==> config.mk <==
export PLATFORM = sky130hd
export DESIGN_NAME = burst_addr_gen
export DESIGN_NICKNAME = d
export VERILOG_FILES = /design/src/rtl/burst_pkg.sv /design/src/rtl/burst_ctrl.sv /design/src/rtl/burst_addr_dp.sv /design/src/rtl/burst_addr_gen.sv
export SDC_FILE = /design/constraint.sdc
export NUM_CORES = 1
export LEC_CHECK = 0
export CAP_MARGIN = 20
export CORE_MARGIN = 3
export CORE_UTILIZATION = 44
export DETAILED_ROUTE_END_ITERATION = 12
export PLACE_DENSITY = 0.86
export SYNTH_ARGS = -nofsm -noshare
export SYNTH_HDL_FRONTEND = slang
export SYNTH_SLANG_ARGS = --single-unit
==> constraint.sdc <==
create_clock -name clk -period 2.4 [get_ports clk]
set_clock_uncertainty 0.05 [all_clocks]
set_input_delay 0.72 -clock clk [delete_from_list [all_inputs] [get_ports clk]]
set_output_delay 0.72 -clock clk [all_outputs]
set_load 0.005 [all_outputs]
==> src/rtl/burst_pkg.sv <==
package burst_pkg;

  // Strobes from the control decode to the address datapath.
  typedef struct packed {
    logic loadEn;   // capture a new start address
    logic stepEn;   // advance the beat counter
    logic holdEn;   // stalled edge, nothing may move
  } burstStrobe_t;

endpackage

==> src/rtl/burst_ctrl.sv <==
module burst_ctrl
  import burst_pkg::*;
(
  input  logic         clk,
  input  logic         rstN,
  input  logic         clkEnN,
  input  logic         advance,
  output burstStrobe_t strobe
);

  always_comb begin
    strobe.holdEn = clkEnN;
    strobe.loadEn = !clkEnN && !advance;
    strobe.stepEn = !clkEnN && advance;
  end

  // At most one action per edge; a stall excludes both
  AST_ONE_ACTION: assert property (@(posedge clk) disable iff (!rstN)
    $countones({strobe.loadEn, strobe.stepEn, strobe.holdEn}) == 1);

endmodule

==> src/rtl/burst_addr_dp.sv <==
module burst_addr_dp
  import burst_pkg::*;
#(
  parameter int ADDR_W  = 20,
  parameter int BURST_W = 2
) (
  input  logic              clk,
  input  logic              rstN,
  input  burstStrobe_t      strobe,
  input  logic              orderSel,
  input  logic [ADDR_W-1:0] addrIn,
  output logic [ADDR_W-1:0] addrOut
);

  localparam int UPPER_W = ADDR_W - BURST_W;

  logic [BURST_W-1:0] startQ;
  logic [BURST_W-1:0] cntQ;
  logic [BURST_W-1:0] cntNext;
  logic [BURST_W-1:0] lowNext;
  logic [ADDR_W-1:0]  addrQ;

  assign cntNext = cntQ + 1'b1;

  // Offset of the next beat in the selected order
  always_comb begin
    if (orderSel) lowNext = startQ ^ cntNext;
    else          lowNext = startQ + cntNext;
  end

  always_ff @(posedge clk or negedge rstN) begin
    if (!rstN) begin
      startQ <= '0;
      cntQ   <= '0;
      addrQ  <= '0;
    end else if (strobe.loadEn) begin
      startQ <= addrIn[BURST_W-1:0];
      cntQ   <= '0;
      addrQ  <= addrIn;
    end else if (strobe.stepEn) begin
      cntQ                 <= cntNext;
      addrQ[BURST_W-1:0]   <= lowNext;
    end
  end

  assign addrOut = addrQ;

  AST_LOAD_CAPTURE: assert property (@(posedge clk) disable iff (!rstN)
    strobe.loadEn |=> (addrOut == $past(addrIn)));
  AST_LOAD_CLEARS_COUNT: assert property (@(posedge clk) disable iff (!rstN)
    strobe.loadEn |=> (cntQ == '0));
  AST_STEP_COUNTS: assert property (@(posedge clk) disable iff (!rstN)
    strobe.stepEn |=> (cntQ == $past(cntQ) + 1'b1));
  AST_UPPER_STABLE: assert property (@(posedge clk) disable iff (!rstN)
    !strobe.loadEn |=> $stable(addrOut[ADDR_W-1:BURST_W]));
  AST_STALL_FREEZE: assert property (@(posedge clk) disable iff (!rstN)
    strobe.holdEn |=> ($stable(addrOut) && $stable(cntQ)));
  AST_LINEAR_STEP: assert property (@(posedge clk) disable iff (!rstN)
    (strobe.stepEn && !orderSel) |=>
      (addrOut[BURST_W-1:0] == startQ + cntQ));

  if (UPPER_W < 1) begin : g_bad_width
    initial $error("ADDR_W must exceed BURST_W");
  end

endmodule

==> src/rtl/burst_addr_gen.sv <==
module burst_addr_gen
  import burst_pkg::*;
#(
  parameter int ADDR_W  = 20,
  parameter int BURST_W = 2
) (
  input  logic              clk,
  input  logic              rstN,
  input  logic              clkEnN,
  input  logic              advance,
  input  logic              orderSel,
  input  logic [ADDR_W-1:0] addrIn,
  output logic [ADDR_W-1:0] addrOut
);

  burstStrobe_t strobe;

  burst_ctrl i_ctrl (
    .clk     (clk),
    .rstN    (rstN),
    .clkEnN  (clkEnN),
    .advance (advance),
    .strobe  (strobe)
  );

  burst_addr_dp #(
    .ADDR_W  (ADDR_W),
    .BURST_W (BURST_W)
  ) i_dp (
    .clk      (clk),
    .rstN     (rstN),
    .strobe   (strobe),
    .orderSel (orderSel),
    .addrIn   (addrIn),
    .addrOut  (addrOut)
  );

  AST_RESET_ZERO: assert property (@(posedge clk)
    !rstN |-> (addrOut == '0));

endmodule

==> results of run 1 <==
-- kinds of logic after synthesis --
| group | count (synthesis) |
|---|---|
| xor+xnor | 2 |
| simple gates | 9 |
| compound gates | 4 |
| buf+inv | 4 |
| flops | 24 |
| mux | 22 |
| fa+ha+maj | 1 |
-- how the worst max path moves through the flow --
stage	endpoint	slack, ns	depth (start not counted)
4_1_cts	addrOut[8]	0.40	1
6_report	addrOut[3]	0.43	1
3_5_place_dp	i_dp.addrOut[3]	0.25	4
5_1_grt	addrOut[8]	0.34	1
3_3_place_gp	i_dp.addrOut[5]	0.28	4
2_1_floorplan	i_dp.addrOut[10]	0.76	4
-- state kept, by name (all words and copies together), names as in the netlist --
register	flops
i_dp.cntQ	2
i_dp.addrOut	20
i_dp.startQ	2
-- final cells by class --
type,count,area [sq um]
Tap cell,28,35.0
Multi-Input combinational cell,38,433
Fill cell,181,654
Timing Repair Buffer,47,475
Inverter,1,3.75
Clock inverter,1,30.0
Clock buffer,3,22.5
Sequential cell,24,601
-- cell usage after synthesis, drive strengths merged --
cell	instances	area, sq um
a21o	1	7.51
a22o	1	8.76
buf	3	27.5
dfrtp	24	601
ha	1	12.5
inv	1	3.75
mux2	20	300
mux2i	2	20.0
nand2	5	18.8
nor2	2	10.0
nor2b	1	8.76
nor3	1	5.00
o21ai	2	10.0
xnor2	1	8.76
xnor3	1	22.5
-- where the power goes --
group,internal (mW),switching (mW)
Sequential,0.466,0.0387
Clock,0.169,0.121
Combinational,0.226,0.0828
-- layer usage --
layer  routed length, microns  vias to the layer above  share of wire
li1                         -                      324              -
met1                      870                      321           0.43
met2                      933                       33           0.46
met3                      214                        3           0.10
met4                       29                        0          0.014
met5                        0                        -              0
==> summary.md, run 1 <==
| Metric | Value |
|---|---|
| Worst setup margin | `between 0.4 and 0.5 ns` |
| Max Slew Vio Count | `0` |
| Clock latency on the worst-skew pair | `0.31 ns` |
| GRT Total Usage | `0.143` |
| Synth Area in Compound Gates | `0.0247` |
| CP Capture Type | `output port` |
| VDD IR-drop max | `420 uV` |
| Met3 usage | `0.0402` |
| Antenna fix cells | `0` |
| Place WS | `approximately 0.25 ns` |
| TNS Setup | `0 ns` |
| Hold Violations, Final | `0` |
| Post-CTS Setup Bufs | `0` |
| Total CTS buffers | `3` |
| Pwr dens | `roughly 690 nW/um^2` |
| Routing usage on met2 | `0.230` |
| Layout cell share with drive strength beyond 1 | `0.254` |
| Routed len/inst | `approximately 14 microns` |
| Post-Syn Area | `between 1000 and 1500 sq um` |
| H-tree depth | `1` |
| IO buf count | `44` |
| Hold-fix buffers, CTS | `0` |
| Synthesis-stage register bit count | `24` |
| Final setup violation count | `0` |
| Hold Crit Endpoint | `i_dp.addrOut[0]` |
| Post-CTS Resized | `0` |
| Leakage | `between 0.7 and 0.8 nW` |
| Max-slew headroom at the worst pin | `0.805` |
| Hold slack | `roughly 0.46 ns` |
| CTS Root Cell | `clkbuf_4` |
| Worst Path Required | `around 1.6 ns` |
| WL final | `slightly above 2 mm` |
| Adder-cell area share of the yosys netlist | `0.0118` |
| Grt peak-use layer | `met2` |
| Tot Pwr | `around 1.1 mW` |
| CP max stage cell | `clkdlybuf4s50_1` |
| Most common cell after layout, fill and taps aside | `clkdlybuf4s50_1` |
| Vias/cell | `around 4.8` |
| XOR/XNOR Fraction of Synth Area | `0.0294` |
| Max cap viols | `0` |
| Worst r2r src | `i_dp.cntQ[0]` |
| Crit Path Class | `reg2out` |
| Most frequent cells in the layout | `clkdlybuf4s50_1 (44), dfrtp_1 (24), mux2_4 (20), nand2_1 (5), clkbuf_4 (3)` |
| Hold Path Class | `reg2reg` |
| GR Util met1 | `0.180` |
| Clk slew on worst S/H paths | `between 0.1 and 0.15 ns` |
| Synthesis Warnings | `0` |
| ANT nets after route | `0` |
| Synth Instances | `between 60 and 70` |
| Post-route DRC | `0` |
| Dpl cell area | `approximately 1500 sq um` |
| Area Overhead vs Synth | `50.3%` |
| RSZ-0062 raised after global routing | `no` |
| Antenna violations before repair | `0` |
| CTS tree | `built` |
| Initial Util | `0.472` |
| Syn Nets | `92` |
| Vias in the first global route | `a little under 700` |
| Simple-gate share of the synthesized area | `0.0400` |
| Global-route wire length before repair | `roughly 3 mm` |
| Worst hold start | `i_dp.addrOut[0]` |
| Max clock buf depth | `2` |
| Via count | `approximately 700` |
| Mux share of post-synthesis cell area | `0.301` |
| Number of I/O pins | `between 40 and 50` |
| Clock Sinks | `24` |
| Max FO, Critical Path | `2` |
| Startpoint types | `flip-flop` |
| Crit path max-delay family | `buffers and inverters` |
| NumNets Final | `~140` |
| Final HPWL DP | `~1.5 mm` |
| Actual slew at the worst max-slew pin | `0.292 ns` |
| Fmax | `~0.51 GHz` |
| Reg2reg path depth | `6` |
| Final min period | `1.97 ns` |
| Status | `complete, no violations` |
| Std-Cell Rows | `17` |
| Placed cell count | `approximately 140` |
| Core area | `2250 sq um` |
| Register-to-Register Setup Slack | `roughly 0.80 ns` |
| Register area share after synthesis | `0.564` |
| Reg2reg end | `i_dp.addrOut[1]` |
| Synth unique cells | `17` |
| Critical path cell sequence | `clkdlybuf4s50_1` |
| DRT Pass-1 Iters | `2` |
| Largest family of logic cells by synthesized area | `multiplexers` |
| Hold path cells | `2` |
| CP peak stage delay | `just over 0.5 ns` |
| Crit path arrival time | `roughly 1.2 ns` |
| Die Y | `roughly 55 microns` |
| Post-layout util | `0.710` |
| Largest net degree at the start of global routing | `25` |
| Iteration-0 DRC Markers | `1` |
| GRT overflow | `0` |
| Synthesized area per cell | `16.1 sq um` |
| Finished layout cell area | `1600 sq um` |
| RePlAce Congestion | `around 0.68` |
| Layout Cells excl Fill | `around 140` |
| Crit path from | `i_dp.addrOut[3]` |
| Buffer and inverter count on the worst path | `1` |
| Tcrit/Tclk final | `0.823` |
| Die ar. | `3050 sq um` |
| Die W | `about 55 microns` |
No activity file was read; power rests on OpenSTA's default activity.
==> run 2: changes to the inputs <==
CORE_UTILIZATION = 41   (was 44)
PLACE_DENSITY = 0.82   (was 0.86)
clock period = 2.05 ns   (was 2.4 ns; I/O delays follow)
==> run 2 against run 1 <==
- non-clock buffer count increased by 2
- core utilization decreased by 2.5 points
- flip-flop and latch count unchanged
- power increased by 18%
- final cell count increased by 1.4%
- highest routed layer unchanged
- wire length increased by 15%
- final area increased by 0.16%
- register-to-register slack got worse by 0.37 ns
==> summary.md, run 2 (same netlist as run 1, synthesis figures left out) <==
| Metric | Value |
|---|---|
| Status | `complete, no violations` |
| ANT nets after route | `0 (unchanged)` |
| Actual slew at the worst max-slew pin | `0.299 ns (+0.00728 ns)` |
| WP depth | `1 (unchanged)` |
| Tot Pwr | `1.30 mW (+18%)` |
| Layout Cells excl Fill | `144 (+1.4%)` |
| Die W | `57.0 microns (+3.2%)` |
| Crit path max-delay family | `buffers and inverters` |
| Place WS | `0.102 ns (-0.152 ns)` |
| Number of I/O pins | `45 (unchanged)` |
| RePlAce Congestion | `0.776 (+15%)` |
| Crit path from | `i_dp.addrOut[17]` |
| Post-route DRC | `0 (unchanged)` |
| Hold Path Class | `reg2reg` |
| Hold slack | `0.463 ns (+0.00698 ns)` |
| GRT Total Usage | `0.153 (+0.00996)` |
| Worst setup margin | `0.156 ns (-0.270 ns)` |
| Final HPWL DP | `1.79 mm (+18%)` |
| Via count | `690 (+1.3%)` |
| CP Capture Type | `output port` |
| Post-CTS Resized | `0 (unchanged)` |
| Clock latency on the worst-skew pair | `0.33 ns (+0.02 ns)` |
| Crit Path Class | `reg2out` |
| DRT Pass-1 Iters | `3 (+1)` |
| Final setup violation count | `0 (unchanged)` |
| Worst Setup EP | `addrOut[17]` |
| CP peak stage delay | `0.51 ns (about the same)` |
| Largest net degree at the start of global routing | `25 (unchanged)` |
| CTS tree | `built` |
| TNS Setup | `0 ns (unchanged)` |
| Leakage | `0.730 nW (+0.87%)` |
| Post-CTS Setup Bufs | `0 (unchanged)` |
| Core area | `2340 sq um (+3.8%)` |
| Tcrit/Tclk final | `0.924` |
| Max-slew headroom at the worst pin | `0.801 (-0.00485)` |
| Max clock buf depth | `2 (unchanged)` |
| Antenna violations before repair | `0 (unchanged)` |
| Max cap viols | `0 (unchanged)` |
| Reg2reg end | `i_dp.addrOut[1]` |
| RSZ-0062 raised after global routing | `no` |
| Most common cell after layout, fill and taps aside | `clkdlybuf4s50_1` |
| Die ar. | `3240 sq um (+6.5%)` |
| Fmax | `0.528 GHz` |
| Area Overhead vs Synth | `50.5%` |
| Hold Violations, Final | `0 (unchanged)` |
| Vias/cell | `4.79 (about the same)` |
| Post-layout util | `0.685 (-0.0247)` |
| Iteration-0 DRC Markers | `4 (+3)` |
| Worst Path Required | `1.38 ns (-0.25 ns)` |
| Crit path arrival time | `1.23 ns (+0.03 ns)` |
| WL final | `2.35 mm (+15%)` |
| Hold-fix buffers, CTS | `0 (unchanged)` |
| Startpoint types | `flip-flop` |
| Placed cell count | `140 (+1.4%)` |
| Critical path cell sequence | `clkdlybuf4s50_1` |
| Max FO, Critical Path | `2 (unchanged)` |
| Register-to-Register Setup Slack | `0.43 ns (-0.37 ns)` |
| Reg2reg path depth | `6 (unchanged)` |
| Hold path cells | `2 (unchanged)` |
| VDD IR-drop max | `473 uV (+13%)` |
| Clock Sinks | `24 (unchanged)` |
| Initial Util | `0.455 (-0.0172)` |
| Die Y | `57.0 microns (+3.2%)` |
| Largest register FFs | `20 (unchanged)` |
| Std-Cell Rows | `17 (unchanged)` |
| Max Slew Vio Count | `0 (unchanged)` |
| Final min period | `about 1.9 ns` |
| CTS Root Cell | `clkbuf_4` |
| Antenna fix cells | `0 (unchanged)` |
| Buffer and inverter count on the worst path | `1 (unchanged)` |
| Finished layout cell area | `1600 sq um (+0.16%)` |
| CP max stage cell | `clkdlybuf4s50_1` |
| Clk slew on worst S/H paths | `0.14 ns (about the same)` |
| GRT overflow | `0 (unchanged)` |
| Global-route wire length before repair | `3.77 mm (+25%)` |
| H-tree depth | `1 (unchanged)` |
| Most frequent cells in the layout | `clkdlybuf4s50_1 (44), dfrtp_1 (24), mux2_4 (20), nand2_1 (5), buf_4 (5)` |
| Pwr dens | `812 nW/um^2 (+18%)` |
| Worst r2r src | `i_dp.cntQ[0]` |
| Routed len/inst | `16.3 microns (+13%)` |
| Total CTS buffers | `3 (unchanged)` |
| NumNets Final | `143 (+1.4%)` |
| Layout cell share with drive strength beyond 1 | `0.267 (+0.0129)` |
| Dpl cell area | `1550 sq um (+0.16%)` |
| Vias in the first global route | `788 (+17%)` |
| IO buf count | `44 (unchanged)` |
[run 2: area by class of cell]
| type | instances | area, sq um |
|---|---|---|
| fill | 175 | 737 |
| sequential | 24 | 601 |
| timing repair buffer | 49 | 478 |
| clock inverter | 1 | 30.0 |
| inverter | 1 | 3.75 |
| multi-input combinational | 38 | 433 |
| clock buffer | 3 | 22.5 |
| tap | 28 | 35.0 |
[run 2: report_power, final]
group	leakage [nW]	internal (mW)	switching [mW]
Sequential	0.285	0.546	0.0485
Clock	0.0279	0.198	0.147
Combinational	0.418	0.265	0.0979
Total	0.730	1.01	0.293
[run 2: routing by layer]
| layer | track usage | up-vias | wire [microns] |
|---|---|---|---|
| li1 | - | 325 | - |
| met1 | 0.172 | 337 | 912 |
| met2 | 0.284 | 24 | 1300 |
| met3 | 0.0362 | 4 | 109 |
| met4 | 0.0497 | 0 | 28 |
| met5 | 0 | - | 0 |
[run 2: how the worst min path moves through the flow]
stage	start	end	slack [ns]
floorplan	rstN	i_dp.addrOut[0]	0.27
global placement	i_dp.addrOut[0]	i_dp.addrOut[0]	0.42
detailed placement	i_dp.addrOut[1]	i_dp.addrOut[1]	0.43
CTS	i_dp.addrOut[1]	i_dp.addrOut[1]	0.47
global route	i_dp.addrOut[1]	i_dp.addrOut[1]	0.49
finish	i_dp.addrOut[0]	i_dp.addrOut[0]	0.46
[run 2: worst reg2reg max path: stages (launching register included)]
cell and delay [ns]:
dfrtp_1 0.44, inv_1 0.10, ha_1 0.19, nor2b_2 0.16, xnor3_1 0.34, mux2i_1 0.13
o21ai_0 0.09
